==> config.mk <==
export PLATFORM = sky130hd
export DESIGN_NAME = capture_dma_req
export DESIGN_NICKNAME = d
export VERILOG_FILES = /design/src/rtl/cdr_pkg.sv /design/src/rtl/cdr_thr_regs.sv /design/src/rtl/cdr_req_ctrl.sv /design/src/rtl/capture_dma_req.sv
export SDC_FILE = /design/constraint.sdc
export NUM_CORES = 1
export LEC_CHECK = 0
export BUFFER_PORTS_ARGS = -buffer_cell sky130_fd_sc_hd__buf_2
export CAP_MARGIN = 10
export CORE_ASPECT_RATIO = 1.1
export CORE_MARGIN = 2
export CORE_UTILIZATION = 55
export DETAILED_ROUTE_END_ITERATION = 10
export PLACE_DENSITY = 0.87
export SETUP_SLACK_MARGIN = 0.4
export SLEW_MARGIN = 25
export SYNTH_ARGS = -nofsm -noshare
export SYNTH_HDL_FRONTEND = slang
export SYNTH_HIERARCHICAL = 1
export SYNTH_SLANG_ARGS = --single-unit
export TNS_END_PERCENT = 50
==> constraint.sdc <==
create_clock -name clk -period 7 [get_ports clk]
set_input_delay 0.7 -clock clk [delete_from_list [all_inputs] [get_ports clk]]
set_output_delay 0.7 -clock clk [all_outputs]
set_load 0.01 [all_outputs]
==> src/rtl/cdr_pkg.sv <==
package cdr_pkg;

    typedef enum logic [1:0] {
        MODE_YC8    = 2'd0,
        MODE_RAW8   = 2'd1,
        MODE_RAW16  = 2'd2,
        MODE_BYTE8  = 2'd3
    } cap_mode_e;

    localparam int CFG_W = 32;

endpackage

==> src/rtl/cdr_thr_regs.sv <==
module cdr_thr_regs
    import cdr_pkg::*;
#(
    parameter int THR_W  = 10,
    parameter int F2_LSB = 16
) (
    input  logic               clk,
    input  logic               rst_n,
    input  logic               cfg_wr,
    input  logic [CFG_W-1:0]   cfg_wdata,
    input  logic [1:0]         mode,
    input  logic               field,
    input  logic               f2_en,
    output logic [CFG_W-1:0]   cfg_rdata,
    output logic [THR_W-1:0]   thr_active,
    output logic [THR_W-1:0]   chroma_thr,
    output logic               odd_err
);

    typedef struct packed {
        logic [THR_W-1:0] f1;
        logic [THR_W-1:0] f2;
        logic             err;
    } thr_state_t;

    thr_state_t state_d, state_q;
    logic       yc_mode;
    logic       use_f2;

    always_comb begin
        state_d    = state_q;
        yc_mode    = (mode == MODE_YC8);
        use_f2     = yc_mode && field && f2_en;
        thr_active = use_f2 ? state_q.f2 : state_q.f1;
        chroma_thr = yc_mode ? (thr_active >> 1) : '0;

        cfg_rdata                       = '0;
        cfg_rdata[THR_W-1:0]            = state_q.f1;
        cfg_rdata[F2_LSB +: THR_W]      = state_q.f2;

        if (cfg_wr) begin
            state_d.f1 = cfg_wdata[THR_W-1:0];
            state_d.f2 = cfg_wdata[F2_LSB +: THR_W];
        end
        if (yc_mode && thr_active[0]) begin
            state_d.err = 1'b1;
        end
        odd_err = state_q.err;
    end

    always_ff @(posedge clk) begin
        if (!rst_n) begin
            state_q <= '0;
        end else begin
            state_q <= state_d;
        end
    end

endmodule

==> src/rtl/cdr_req_ctrl.sv <==
module cdr_req_ctrl #(
    parameter int THR_W = 10,
    parameter int CNT_W = 12
) (
    input  logic             clk,
    input  logic             rst_n,
    input  logic [THR_W-1:0] thr,
    input  logic             dw_wr,
    input  logic             dma_rd,
    input  logic             field_start,
    output logic             dma_evt
);

    localparam logic [CNT_W-1:0] CNT_MAX = '1;

    typedef struct packed {
        logic [CNT_W-1:0] cnt;
        logic             armed;
        logic             evt;
    } req_state_t;

    req_state_t       state_d, state_q;
    logic             fire;
    logic [CNT_W-1:0] thr_ext;
    logic [CNT_W-1:0] base;

    always_comb begin
        state_d = state_q;
        thr_ext = CNT_W'(thr);
        fire    = state_q.armed && (thr != '0) && (state_q.cnt >= thr_ext);
        base    = fire ? (state_q.cnt - thr_ext) : state_q.cnt;

        if (field_start) begin
            state_d.cnt = {{(CNT_W-1){1'b0}}, dw_wr};
        end else if (dw_wr && (base != CNT_MAX)) begin
            state_d.cnt = base + 1'b1;
        end else begin
            state_d.cnt = base;
        end

        if (fire) begin
            state_d.armed = 1'b0;
        end else if (!state_q.armed && dma_rd) begin
            state_d.armed = 1'b1;
        end

        state_d.evt = fire;
        dma_evt     = state_q.evt;
    end

    always_ff @(posedge clk) begin
        if (!rst_n) begin
            state_q       <= '0;
            state_q.armed <= 1'b1;
        end else begin
            state_q <= state_d;
        end
    end

endmodule

==> src/rtl/capture_dma_req.sv <==
module capture_dma_req
    import cdr_pkg::*;
#(
    parameter int THR_W  = 10,
    parameter int F2_LSB = 16,
    parameter int CNT_W  = 12
) (
    input  logic              clk,
    input  logic              rst_n,
    input  logic              cfg_wr,
    input  logic [31:0]       cfg_wdata,
    output logic [31:0]       cfg_rdata,
    input  logic [1:0]        mode,
    input  logic              field,
    input  logic              f2_en,
    input  logic              field_start,
    input  logic              dw_wr,
    input  logic              dma_rd,
    output logic              dma_evt,
    output logic [THR_W-1:0]  thr_active,
    output logic [THR_W-1:0]  chroma_thr,
    output logic              odd_err
);

    cdr_thr_regs #(
        .THR_W  (THR_W),
        .F2_LSB (F2_LSB)
    ) u_regs (
        .clk        (clk),
        .rst_n      (rst_n),
        .cfg_wr     (cfg_wr),
        .cfg_wdata  (cfg_wdata),
        .mode       (mode),
        .field      (field),
        .f2_en      (f2_en),
        .cfg_rdata  (cfg_rdata),
        .thr_active (thr_active),
        .chroma_thr (chroma_thr),
        .odd_err    (odd_err)
    );

    cdr_req_ctrl #(
        .THR_W (THR_W),
        .CNT_W (CNT_W)
    ) u_ctrl (
        .clk         (clk),
        .rst_n       (rst_n),
        .thr         (thr_active),
        .dw_wr       (dw_wr),
        .dma_rd      (dma_rd),
        .field_start (field_start),
        .dma_evt     (dma_evt)
    );

endmodule

==> results.md, run 1 <==
- WP data required: slightly above 7000 ps
- Max stage delay on crit path: 610 ps
- Post-DP HPWL: about 5100 um
- Post-synth EDFFs: 0
- Gp weighted congestion: between 0.8 and 0.9
- Die Ht: just under 80 um
- Gate count of the mapped netlist: 320
- Status: finished clean
- Syn avg cell area: 8.65 sq um
- Metal2 WL: 3210 um
- Std-Cell Core Area: around 0.0049 sq mm
- Critical Path Sink Type: register
- Fin crit share: approximately 70%
- CTS tree: done
- Most frequent CP cell: a21oi_4
- Max Slew Vio Count: 0
- Worst R2R End: u_ctrl/state_q[7]
- Leak: around 1.5 nW
- Cts bufs inserted: 5
- DRC violations left: 0
- CP startpoint: mode[1]
- Clock skew: 9.44 ps
- Final setup violation count: 0
- Die ar.: roughly 0.0056 sq mm
- Routed vias/inst: a little under 6
- PnR worst setup slack: 2120 ps
- CP Max Fanout: 14
- Relative slew slack: ~55%
- Final wirelength: roughly 6500 um
- Fmax: 205 MHz
- Top delay family on crit path: simple AND/OR/NAND/NOR gates
- Top Layer Used: met4
- Worst IR drop on VDD: about 0.18 mV
- Initial Util: between 50% and 60%
- Hold_sp: u_regs/odd_err
- CTS resizes: 0
- Placed Area: 0.00304 sq mm
- Hold path depth: 2
- Layout cell share with drive strength beyond 1: around 30%
- Total gr overflow: 0
- Ports: 96
- Clock root cell: clkbuf_8
- Synth async-reset ratio: 0%
- Synth Flop Type: dfxtp_1
- Post-route minimum period: about 4900 ps
- HP Class: register to register
- Global-route wire length before repair: approximately 11000 um
- Pwr Total: about 1.3 mW
- Unrepaired setup endpoints after global routing: no
- Mapped cell area: around 0.0028 sq mm
- Worst-path clk slew: 70 ps
- Max clock buf depth: 2
- Distinct cells, synth: 65
- FF-to-FF setup slack: approximately 3000 ps
- Critical path type: primary input to register
- Clock sink count: 35
- Metal-1 WL: around 2600 um
- Buffers on Ports: 70
- CP cell instances: buf_2, or2_4, nor2_8, mux2_2, ha_1, fa_1, nand2b_1, a21oi_4, o2bb2ai_4, a21oi_4, mux2_4, nor4_1, a211oi_1, a21oi_1, nor3b_1
- Finished Cell Area: roughly 0.0031 sq mm
- WHS: ~480 ps
- Final nets: between 400 and 500
- CP arrival: roughly 5000 ps
- Post-route ant nets: 0
- Number of global-route vias before repair: approximately 2300
- Layout area overhead: 12.9%
- Hold buffer count at cts: 0
- Final Hold Vio Count: 0
- Worst-Margin Slew: 669 ps
- First-pass iteration count of the detailed router: 4
- Reg2Reg Launch Point: u_regs/cfg_rdata[16]
- Sequential-to-total area share from yosys stat: 25.3%
- Met3 Wirelength: 607 um
- Worst path depth: 15
- Reg2Reg Depth: 12
- Highest-delay cell along the critical path: nor4_1
- H-Tree Level Count: 2
- FP Rows: 27
- Pre-CTS WS: 1850 ps
- Setup TNS Final: 0 ps
- Yosys reg bits: 35
- Starting DRT DRC Count: slightly above 90
- Worst path bufs/invs: 1
- Vias: about 2600
- Total track usage: about 23%
- PD cells: between 400 and 500 mW/mm^2
- Latest clock arrival within the worst-skew pair: approximately 290 ps
- Initial antenna violation count: 0
- Die width: about 70 um
- Largest net degree at the start of global routing: 22
- CP startpoint kind: primary input
- Setup Fix Bufs, Post-CTS: 0
- Hold EP: u_regs/odd_err
- Wire length per cell: ~15 um
- Max-Cap Viols: 0
- Synth warnings: 6
- N_diodes: 0
-- synthesized netlist by cell type, types with 5 or more instances --
master	number	area share (%)
a21o_1	5	1.4
buf_2	5	0.90
nand3_1	5	0.90
xor2_1	5	1.6
inv_1	16	2.2
dfxtp_1	35	25
nor3_1	9	1.6
ha_1	10	4.5
buf_4	16	4.3
a21oi_1	17	3.1
mux2_2	14	5.7
xnor2_1	9	2.8
nor2_1	39	5.3
nand2_1	26	3.5
o211ai_1	5	1.4
o21ai_0	6	1.1
mux2i_1	27	9.8
-- layout make-up --
cell class                      count  area, sq um
Tap cell                           58         72.6
Inverter                           16         60.1
Clock buffer                        6         82.6
Sequential cell                    35          701
Multi-Input combinational cell    254         1850
Fill cell                         403         1810
Clock inverter                      1         5.00
Timing Repair Buffer               70          350
-- cells by family (layout without fill, tap and decap cells) --
kind of cell | after synthesis | count (layout) | share of synthesized area [%]
simple gates | 110 | 110 | 20.8
compound gates | 64 | 64 | 18.7
buf+inv | 43 | 93 | 9.36
mux | 42 | 42 | 16.0
flops | 35 | 35 | 25.3
xor+xnor | 14 | 14 | 4.43
fa+ha+maj | 11 | 11 | 5.25
other cells | 1 | 13 | 0.136
-- how the worst max path moves through the flow --
stage | slack (ps) | endpoint
2_1_floorplan | 2580 | u_ctrl/state_q[3]
3_3_place_gp | 1900 | u_ctrl/state_q[7]
3_5_place_dp | 1850 | u_ctrl/state_q[7]
4_1_cts | 2140 | u_ctrl/state_q[7]
5_1_grt | 1770 | u_ctrl/state_q[7]
6_report | 2120 | u_ctrl/state_q[7]
-- cell usage in the layout, fill, tap and decap left out, drive strengths merged, types with 2 or more instances in the layout --
cell type / Yosys / routed
a2111oi: 2 / 2
a211o: 2 / 2
a211oi: 4 / 4
a21o: 7 / 7
a21oi: 19 / 19
a31oi: 4 / 4
and2: 2 / 2
and2b: 2 / 2
and3: 3 / 3
buf: 23 / 70
clkbuf: 3 / 6
conb: 1 / 13
dfxtp: 35 / 35
ha: 10 / 10
inv: 16 / 16
mux2: 15 / 15
mux2i: 27 / 27
nand2: 27 / 27
nand3: 5 / 5
nand4: 5 / 5
nor2: 40 / 40
nor2b: 2 / 2
nor3: 9 / 9
nor4: 2 / 2
o2111ai: 2 / 2
o211ai: 6 / 6
o21a: 3 / 3
o21ai: 6 / 6
o31ai: 3 / 3
or2: 3 / 3
or4: 3 / 3
xnor2: 9 / 9
xor2: 5 / 5
-- layer usage --
| metal | global-route usage (%) | up-vias |
|---|---|---|
| li1 | - | 1239 |
| met2 | 40.6 | 123 |
| met4 | 6.79 | 0 |
| met5 | 0 | - |
| met1 | 27.5 | 1180 |
| met3 | 4.75 | 11 |
-- sequential cells by signal (all words and copies together) (netlist names) --
register / count
u_ctrl/dma_evt: 1
u_regs/odd_err: 1
u_regs/cfg_rdata: 20
u_ctrl/state_q: 13
-- worst min-delay path: stages, from the launching register on --
cell,delay (ps)
dfxtp_1,330
nand2_1,50
o31ai_1,70
-- stage by stage --
stage,util [%],std cells
global route,63.3,440
finish,63.3,440
detailed placement,61.5,433
floorplan,-,332
CTS,63.3,440
global placement,61.5,433
-- power by group --
part	internal (mW)	leakage (nW)	total (mW)	switching, mW
combinational	0.404	1.15	0.916	0.513
sequential	0.236	0.287	0.267	0.0308
clock	0.0771	0.0470	0.146	0.0693
No activity file was read; power rests on OpenSTA's default activity.
==> run 2: changes to the inputs <==
CORE_UTILIZATION = 51   (was 55)
PLACE_DENSITY = 0.81   (was 0.87)
clock period = 4.54 ns   (was 7 ns; I/O delays follow)
==> run 2 against run 1 <==
  * Hold slack worse by 79 ps
  * Via count down 0.16%
  * Core utilization down 1.4 points
  * Combinational power up 75%
  * Critical endpoint is now u_ctrl/state_q[3]
  * Highest routed layer unchanged
==> results.md, run 2 (synthesis results as in run 1) <==
- Status: finished clean
- Largest net degree at the start of global routing: 22 (unchanged)
- Filler cells: 476 (+18%)
- Die ar.: 0.00603 sq mm (+7.4%)
- CP cell instances: buf_2, or2_4, nor2_8, mux2_4, ha_1, fa_2, nand2b_1, a21oi_4, o2bb2ai_4, a21oi_4, mux2_4, or4_4, o211ai_1, mux2i_1, o31ai_2
- Layout area overhead: 19.2%
- DRC violations left: 0 (unchanged)
- HP Class: primary input to register
- Vias: 2549 (-0.16%)
- Routed vias/inst: 5.43 (-6.3%)
- Cts bufs inserted: 5 (unchanged)
- Wire length per cell: 14.3 um (-3.7%)
- Clock sink count: 35 (unchanged)
- Clock skew: 8.50 ps (-0.933 ps)
- Max stage delay on crit path: 560 ps (-50 ps)
- Int Pwr: 1.22 mW (+70%)
- Worst-path clk slew: 80 ps (about the same)
- Die Ht: 81.2 um (+3.7%)
- Fin crit share: roughly nine tenths
- CP arrival: 4170 ps (-860 ps)
- Leak: 1.54 nW (+3.8%)
- First-pass iteration count of the detailed router: 4 (unchanged)
- H-Tree Level Count: 2 (unchanged)
- CP startpoint kind: primary input
- Number of global-route vias before repair: 2298 (+1.1%)
- Total gr overflow: 0 (unchanged)
- Sw Pwr: 1.01 mW (+66%)
- Starting DRT DRC Count: 90 (-2.2%)
- Unrepaired setup endpoints after global routing: no
- Final nets: 446 (+2.5%)
- Clock power frac: 9.9% (-1.1 points)
- Post-DP HPWL: 5240 um (+3.2%)
- Total track usage: 21.5% (-1.3 points)
- Relative slew slack: 57.9% (+2.9 points)
- Pre-CTS WS: 110 ps (-1740 ps)
- WP data required: 4710 ps (-2440 ps)
- Max Slew Vio Count: 0 (unchanged)
- Latest clock arrival within the worst-skew pair: 290 ps (about the same)
- Buffers on Ports: 70 (unchanged)
- Commonest non-fill, non-tap cell in the layout: buf_2
- Final setup violation count: 0 (unchanged)
- Std-Cell Core Area: 0.00533 sq mm (+8.0%)
- FP Rows: 28 (+3.7%)
- Most frequent cells in the layout: 70 x buf_2, 39 x nor2_1, 35 x dfxtp_1
- CP Max Fanout: 11 (-3)
- Largest register FFs: 20 (unchanged)
- Setup Fix Bufs, Post-CTS: 0 (unchanged)
- Post-route ant nets: 0 (unchanged)
- PD cells: 677 mW/mm^2 (+59%)
- Initial Util: 52.0% (-4.1 points)
- N_diodes: 0 (unchanged)
- Setup TNS Final: 0 ps (unchanged)
- Gp weighted congestion: 0.896 (+7.8%)
- Post-route minimum period: approximately 4000 ps
- Final wirelength: 6720 um (+2.6%)
- Max-Cap Viols: 0 (unchanged)
- Ports: 96 (unchanged)
- Critical path type: primary input to register
- Final Hold Vio Count: 0 (unchanged)
- Logic pwr share: 71.6% (+2.7 points)
- Fmax: 250 MHz
- Initial antenna violation count: 0 (unchanged)
- Hold buffer count at cts: 0 (unchanged)
- Critical Path Sink Type: register
- PnR worst setup slack: 541 ps (-1580 ps)
- Seq pwr share: 18.5% (-1.6 points)
- Highest-delay cell along the critical path: or4_4
- Worst IR drop on VDD: 0.300 mV (+69%)
- Max clock buf depth: 2 (unchanged)
- Layout cell share with drive strength beyond 1: 34.3% (+4.4 points)
- Worst-Margin Slew: 631 ps (-38.3 ps)
- Die width: 74.2 um (+3.6%)
- Global-route wire length before repair: 10300 um (-2.6%)
- CTS tree: done
- Clock root cell: clkbuf_8
- Switching share of power: 45.4% (-0.65 points)
[run 2: area by class of cell]
class / count / area, sq um / area share (%)
Clock buffer: 7 / 76.3 / 2.31
Clock inverter: 1 / 5.00 / 0.152
Inverter: 16 / 60.1 / 1.82
Multi-Input combinational cell: 254 / 1920 / 58.4
Sequential cell: 35 / 701 / 21.3
Tap cell: 75 / 93.8 / 2.85
Timing Repair Buffer: 81 / 437 / 13.2
[run 2: metrics by stage]
stage	std cells	utilization, %	power (mW)	hold WS [ps]	area, sq um
floorplan	332	-	1.61	480	2820
global placement	461	59.1	1.84	447	3150
detailed placement	461	59.1	1.88	442	3150
CTS	469	60.6	2.12	398	3230
global route	469	61.9	2.39	411	3300
finish	469	61.9	2.23	402	3300
[run 2: final timing paths]
check                        endpoint  slack [ps]  cells past startpoint           startpoint
hold / removal    u_regs/cfg_rdata[1]         400                      3         cfg_wdata[1]
hold reg to reg        u_regs/odd_err         460                      2       u_regs/odd_err
setup reg to reg    u_ctrl/state_q[3]         980                     12  u_regs/cfg_rdata[0]
setup / recovery    u_ctrl/state_q[3]         540                     15              mode[1]
[run 2: repair_timing]
action / CTS / global route
hold endpoints to repair: 0 / 0
gates resized for setup: 0 / 13
setup endpoints to repair: 0 / 9
[run 2: power by group through the flow]
| stage | logic (mW) | registers, mW | clock network (mW) |
|---|---|---|---|
| final | 1.60 | 0.413 | 0.222 |
| after global routing | 1.73 | 0.421 | 0.240 |
| after CTS | 1.48 | 0.409 | 0.228 |
| after detailed placement | 1.47 | 0.417 | 0 |
| after global placement | 1.43 | 0.416 | 0 |
| after floorplan | 1.20 | 0.409 | 0 |
[run 2: critical path, delay by kind of cell]
kind	cells	cell delay, ps
muxes	3	940
AOI/OAI and AO/OA	5	830
adders and majority gates	2	620
and+or+nand+nor	4	1220
buffers and inverters	1	100
[run 2: per-layer routing]
metal  GRT usage, %  up-vias  wire length (um)
met2           40.4       97              3350
met3           3.23        9               447
met5              0        -                 0
li1               -     1269                 -
met1           24.9     1174              2810
met4           6.43        0               110
==> run 3: changes to the inputs <==
ABC_AREA = 1   (was not set)
==> run 3 against run 2 <==
  * Power grew 2.4%
  * Core utilization fell by 1.3 points
  * Design area is 2.0% lower
  * Count of clock-buffer cells in the layout fell by 1
  * Flip-flop and latch count did not move
  * Global-route usage up 2.3 points
  * Clock power rose by 7%
  * First-iteration DRC count grew 82%
  * Critical path type unchanged
  * Highest routed layer unchanged
==> results.md, run 3 <==
- Status: finished clean
- Register Area: 701 sq um (unchanged)
- Fin crit share: 75.6% (-12 points)
- Most frequent CP cell: nand2_1
- Cts bufs inserted: 5 (unchanged)
- Final setup violation count: 0 (unchanged)
- CTS resizes: 0 (unchanged)
- CP Max Fanout: 19 (+8)
- Initial Util: 52.6% (+0.63 points)
- Relative slew slack: 65.8% (+7.9 points)
- Mapped cell area: 0.00280 sq mm (+1.2%)
- Gate count of the mapped netlist: 462 (+44%)
- Synth warnings: 6 (unchanged)
- Yosys reg bits: 35 (unchanged)
- Sequential-to-total area share from yosys stat: 25.0% (-0.31 points)
- Commonest cells in the netlist: 118 x nand2_1, 88 x inv_1, 54 x nor2_1
- DRC violations left: 0 (unchanged)
- HP Class: primary input to register
- PD cells: 708 mW/mm^2 (+4.5%)
- Clock sink count: 35 (unchanged)
- Yosys top cell by area: dfxtp_1
- Hold EP: u_regs/cfg_rdata[20]
- CP startpoint kind: primary input
- Std-Cell Core Area: 0.00533 sq mm (unchanged)
- Syn avg cell area: 6.06 sq um (-30%)
- Clock skew: 12.4 ps (+3.88 ps)
- Hold_sp: cfg_wdata[20]
- Number of global-route vias before repair: 2733 (+19%)
- Clock root cell: clkbuf_8
- Reg2Reg Launch Point: u_regs/cfg_rdata[16]
- Total gr overflow: 0 (unchanged)
- Most frequent cell after synthesis: nand2_1
- N_diodes: 0 (unchanged)
- Worst IR drop on VDD: 0.378 mV (+26%)
- Hold buffer count at cts: 0 (unchanged)
- WP data required: 4760 ps (+50 ps)
- Placed Instances: 596 (+29%)
- Critical path type: primary input to register
- Max-Cap Viols: 0 (unchanged)
- Max clock buf depth: 2 (unchanged)
- CTS tree: done
- Worst-path clk slew: 80 ps (about the same)
- Layout cell share with drive strength beyond 1: 21.7% (-13 points)
- Ports: 96 (unchanged)
- Top-area cell type share of the netlist area: 25.0% (-0.31 points)
- CP arrival: 3650 ps (-520 ps)
- Commonest non-fill, non-tap cell in the layout: nand2_1
- Synth async-reset ratio: 0% (unchanged)
- Synth Flop Type: dfxtp_1
- Synth area leaders: dfxtp_1 25%, nand2_1 16%, inv_1 12%
- Reg2Reg Depth: 22 (+10)
- FF-to-FF setup slack: 1310 ps (+330 ps)
- Die ar.: 0.00610 sq mm (+1.2%)
- Worst R2R End: u_ctrl/state_q[9]
- Highest-delay cell along the critical path: fa_1
- FP Rows: 28 (unchanged)
- Distinct cells, synth: 33 (-49%)
- Worst-Margin Slew: 512 ps (-119 ps)
- Leak: 1.88 nW (+22%)
- Post-DP HPWL: 5490 um (+4.7%)
- Post-route ant nets: 0 (unchanged)
- Largest net degree at the start of global routing: 32 (+45%)
- H-Tree Level Count: 2 (unchanged)
- Global-route wire length before repair: 11400 um (+11%)
- Largest register FFs: 20 (unchanged)
- Top delay family on crit path: simple AND/OR/NAND/NOR gates
- Multi-input combinational cell area: 0.00163 sq mm (-15%)
- Starting DRT DRC Count: 164 (+82%)
- Post-synth EDFFs: 0 (unchanged)
- Max Slew Vio Count: 0 (unchanged)
- Placed Area: 0.00313 sq mm (-0.48%)
- Final nets: 581 (+30%)
- Gp weighted congestion: 0.914 (+2.0%)
- Layout area overhead: 15.3%
- Wire length per cell: 11.1 um (-22%)
- Setup Fix Bufs, Post-CTS: 0 (unchanged)
- Non-filler cells, final: 604 (+29%)
- Initial antenna violation count: 0 (unchanged)
- Max stage delay on crit path: 400 ps (-160 ps)
- Hold path depth: 3 (unchanged)
- Filler cells: 531 (+12%)
- Worst path bufs/invs: 4 (+3)
- Total track usage: 23.9% (+2.3 points)
- Die width: 74.7 um (+0.58%)
- Critical Path Sink Type: register
- PnR worst setup slack: 1110 ps (+567 ps)
- First-pass iteration count of the detailed router: 4 (unchanged)
- Die Ht: 81.7 um (+0.58%)
- Unrepaired setup endpoints after global routing: no
- Final Hold Vio Count: 0 (unchanged)
- Final core utilization: 60.6% (-1.3 points)
- Fmax: 291 MHz (+17%)
- Most frequent cells in the layout: 118 x nand2_1, 88 x inv_1, 70 x buf_2
- Setup TNS Final: 0 ps (unchanged)
- Finished Cell Area: 0.00323 sq mm (-2.0%)
- Post-route minimum period: 3430 ps (-567 ps)
- Latest clock arrival within the worst-skew pair: 290 ps (about the same)
- Buffers on Ports: 70 (unchanged)
- Routed vias/inst: 4.79 (-12%)
- Vias: 2893 (+13%)
- Final wirelength: 6720 um (about the same)
- Pre-CTS WS: 813 ps (+703 ps)
run 3: cells by family (layout without fill, tap and decap cells):
logic type,after synthesis,count (layout),share of synthesized area [%]
compound gates,59,59,12.1
other cells,1,13,0.134
simple gates,233,233,37.1
fa+ha+maj,11,11,5.18
buf+inv,116,171,18.2
flops,35,35,25.0
xor+xnor,7,7,2.19
run 3: worst min-delay path, stage by stage:
cell	delay (ps)
buf_2	80
nor2_1	30
nor2_1	80
run 3: routing by layer:
layer / wire length, um / vias up / track usage (%)
met1: 2960 / 1261 / 29.3
met5: 0 / - / 0
met4: 185 / 0 / 10.4
met3: 301 / 14 / 3.19
met2: 3280 / 96 / 41.4
li1: - / 1522 / -
run 3: stage by stage:
| step | hold WS (ps) | power (mW) |
|---|---|---|
| after floorplan | 470 | 1.75 |
| after global placement | 432 | 1.96 |
| after detailed placement | 434 | 2.02 |
| after CTS | 377 | 2.27 |
| after global routing | 391 | 2.57 |
| final | 382 | 2.29 |
run 3: final cells by class:
class                      count  share of cell area, %
clock buffer                   6                   2.56
clock inverter                 2                  0.504
inverter                      93                   10.9
multi-input combinational    323                   50.6
sequential                    35                   21.7
tap                           75                   2.91
timing repair buffer          70                   10.8
run 3: how the worst max path moves through the flow:
stage | to | slack (ps) | depth (start not counted) | from
6_report | u_ctrl/state_q[9] | 1110 | 25 | field
5_1_grt | u_ctrl/state_q[8] | 710 | 25 | field
4_1_cts | u_ctrl/state_q[9] | 1100 | 25 | field
3_5_place_dp | u_ctrl/state_q[9] | 810 | 25 | field
3_3_place_gp | u_ctrl/state_q[9] | 920 | 25 | field
2_1_floorplan | u_ctrl/state_q[9] | 1470 | 24 | mode[1]
run 3: where the power goes:
group          total (mW)  internal [mW]  leakage, nW  switching [mW]
clock network       0.238          0.124       0.0474           0.114
logic                1.64          0.549         1.54            1.09
registers           0.410          0.369        0.289          0.0402
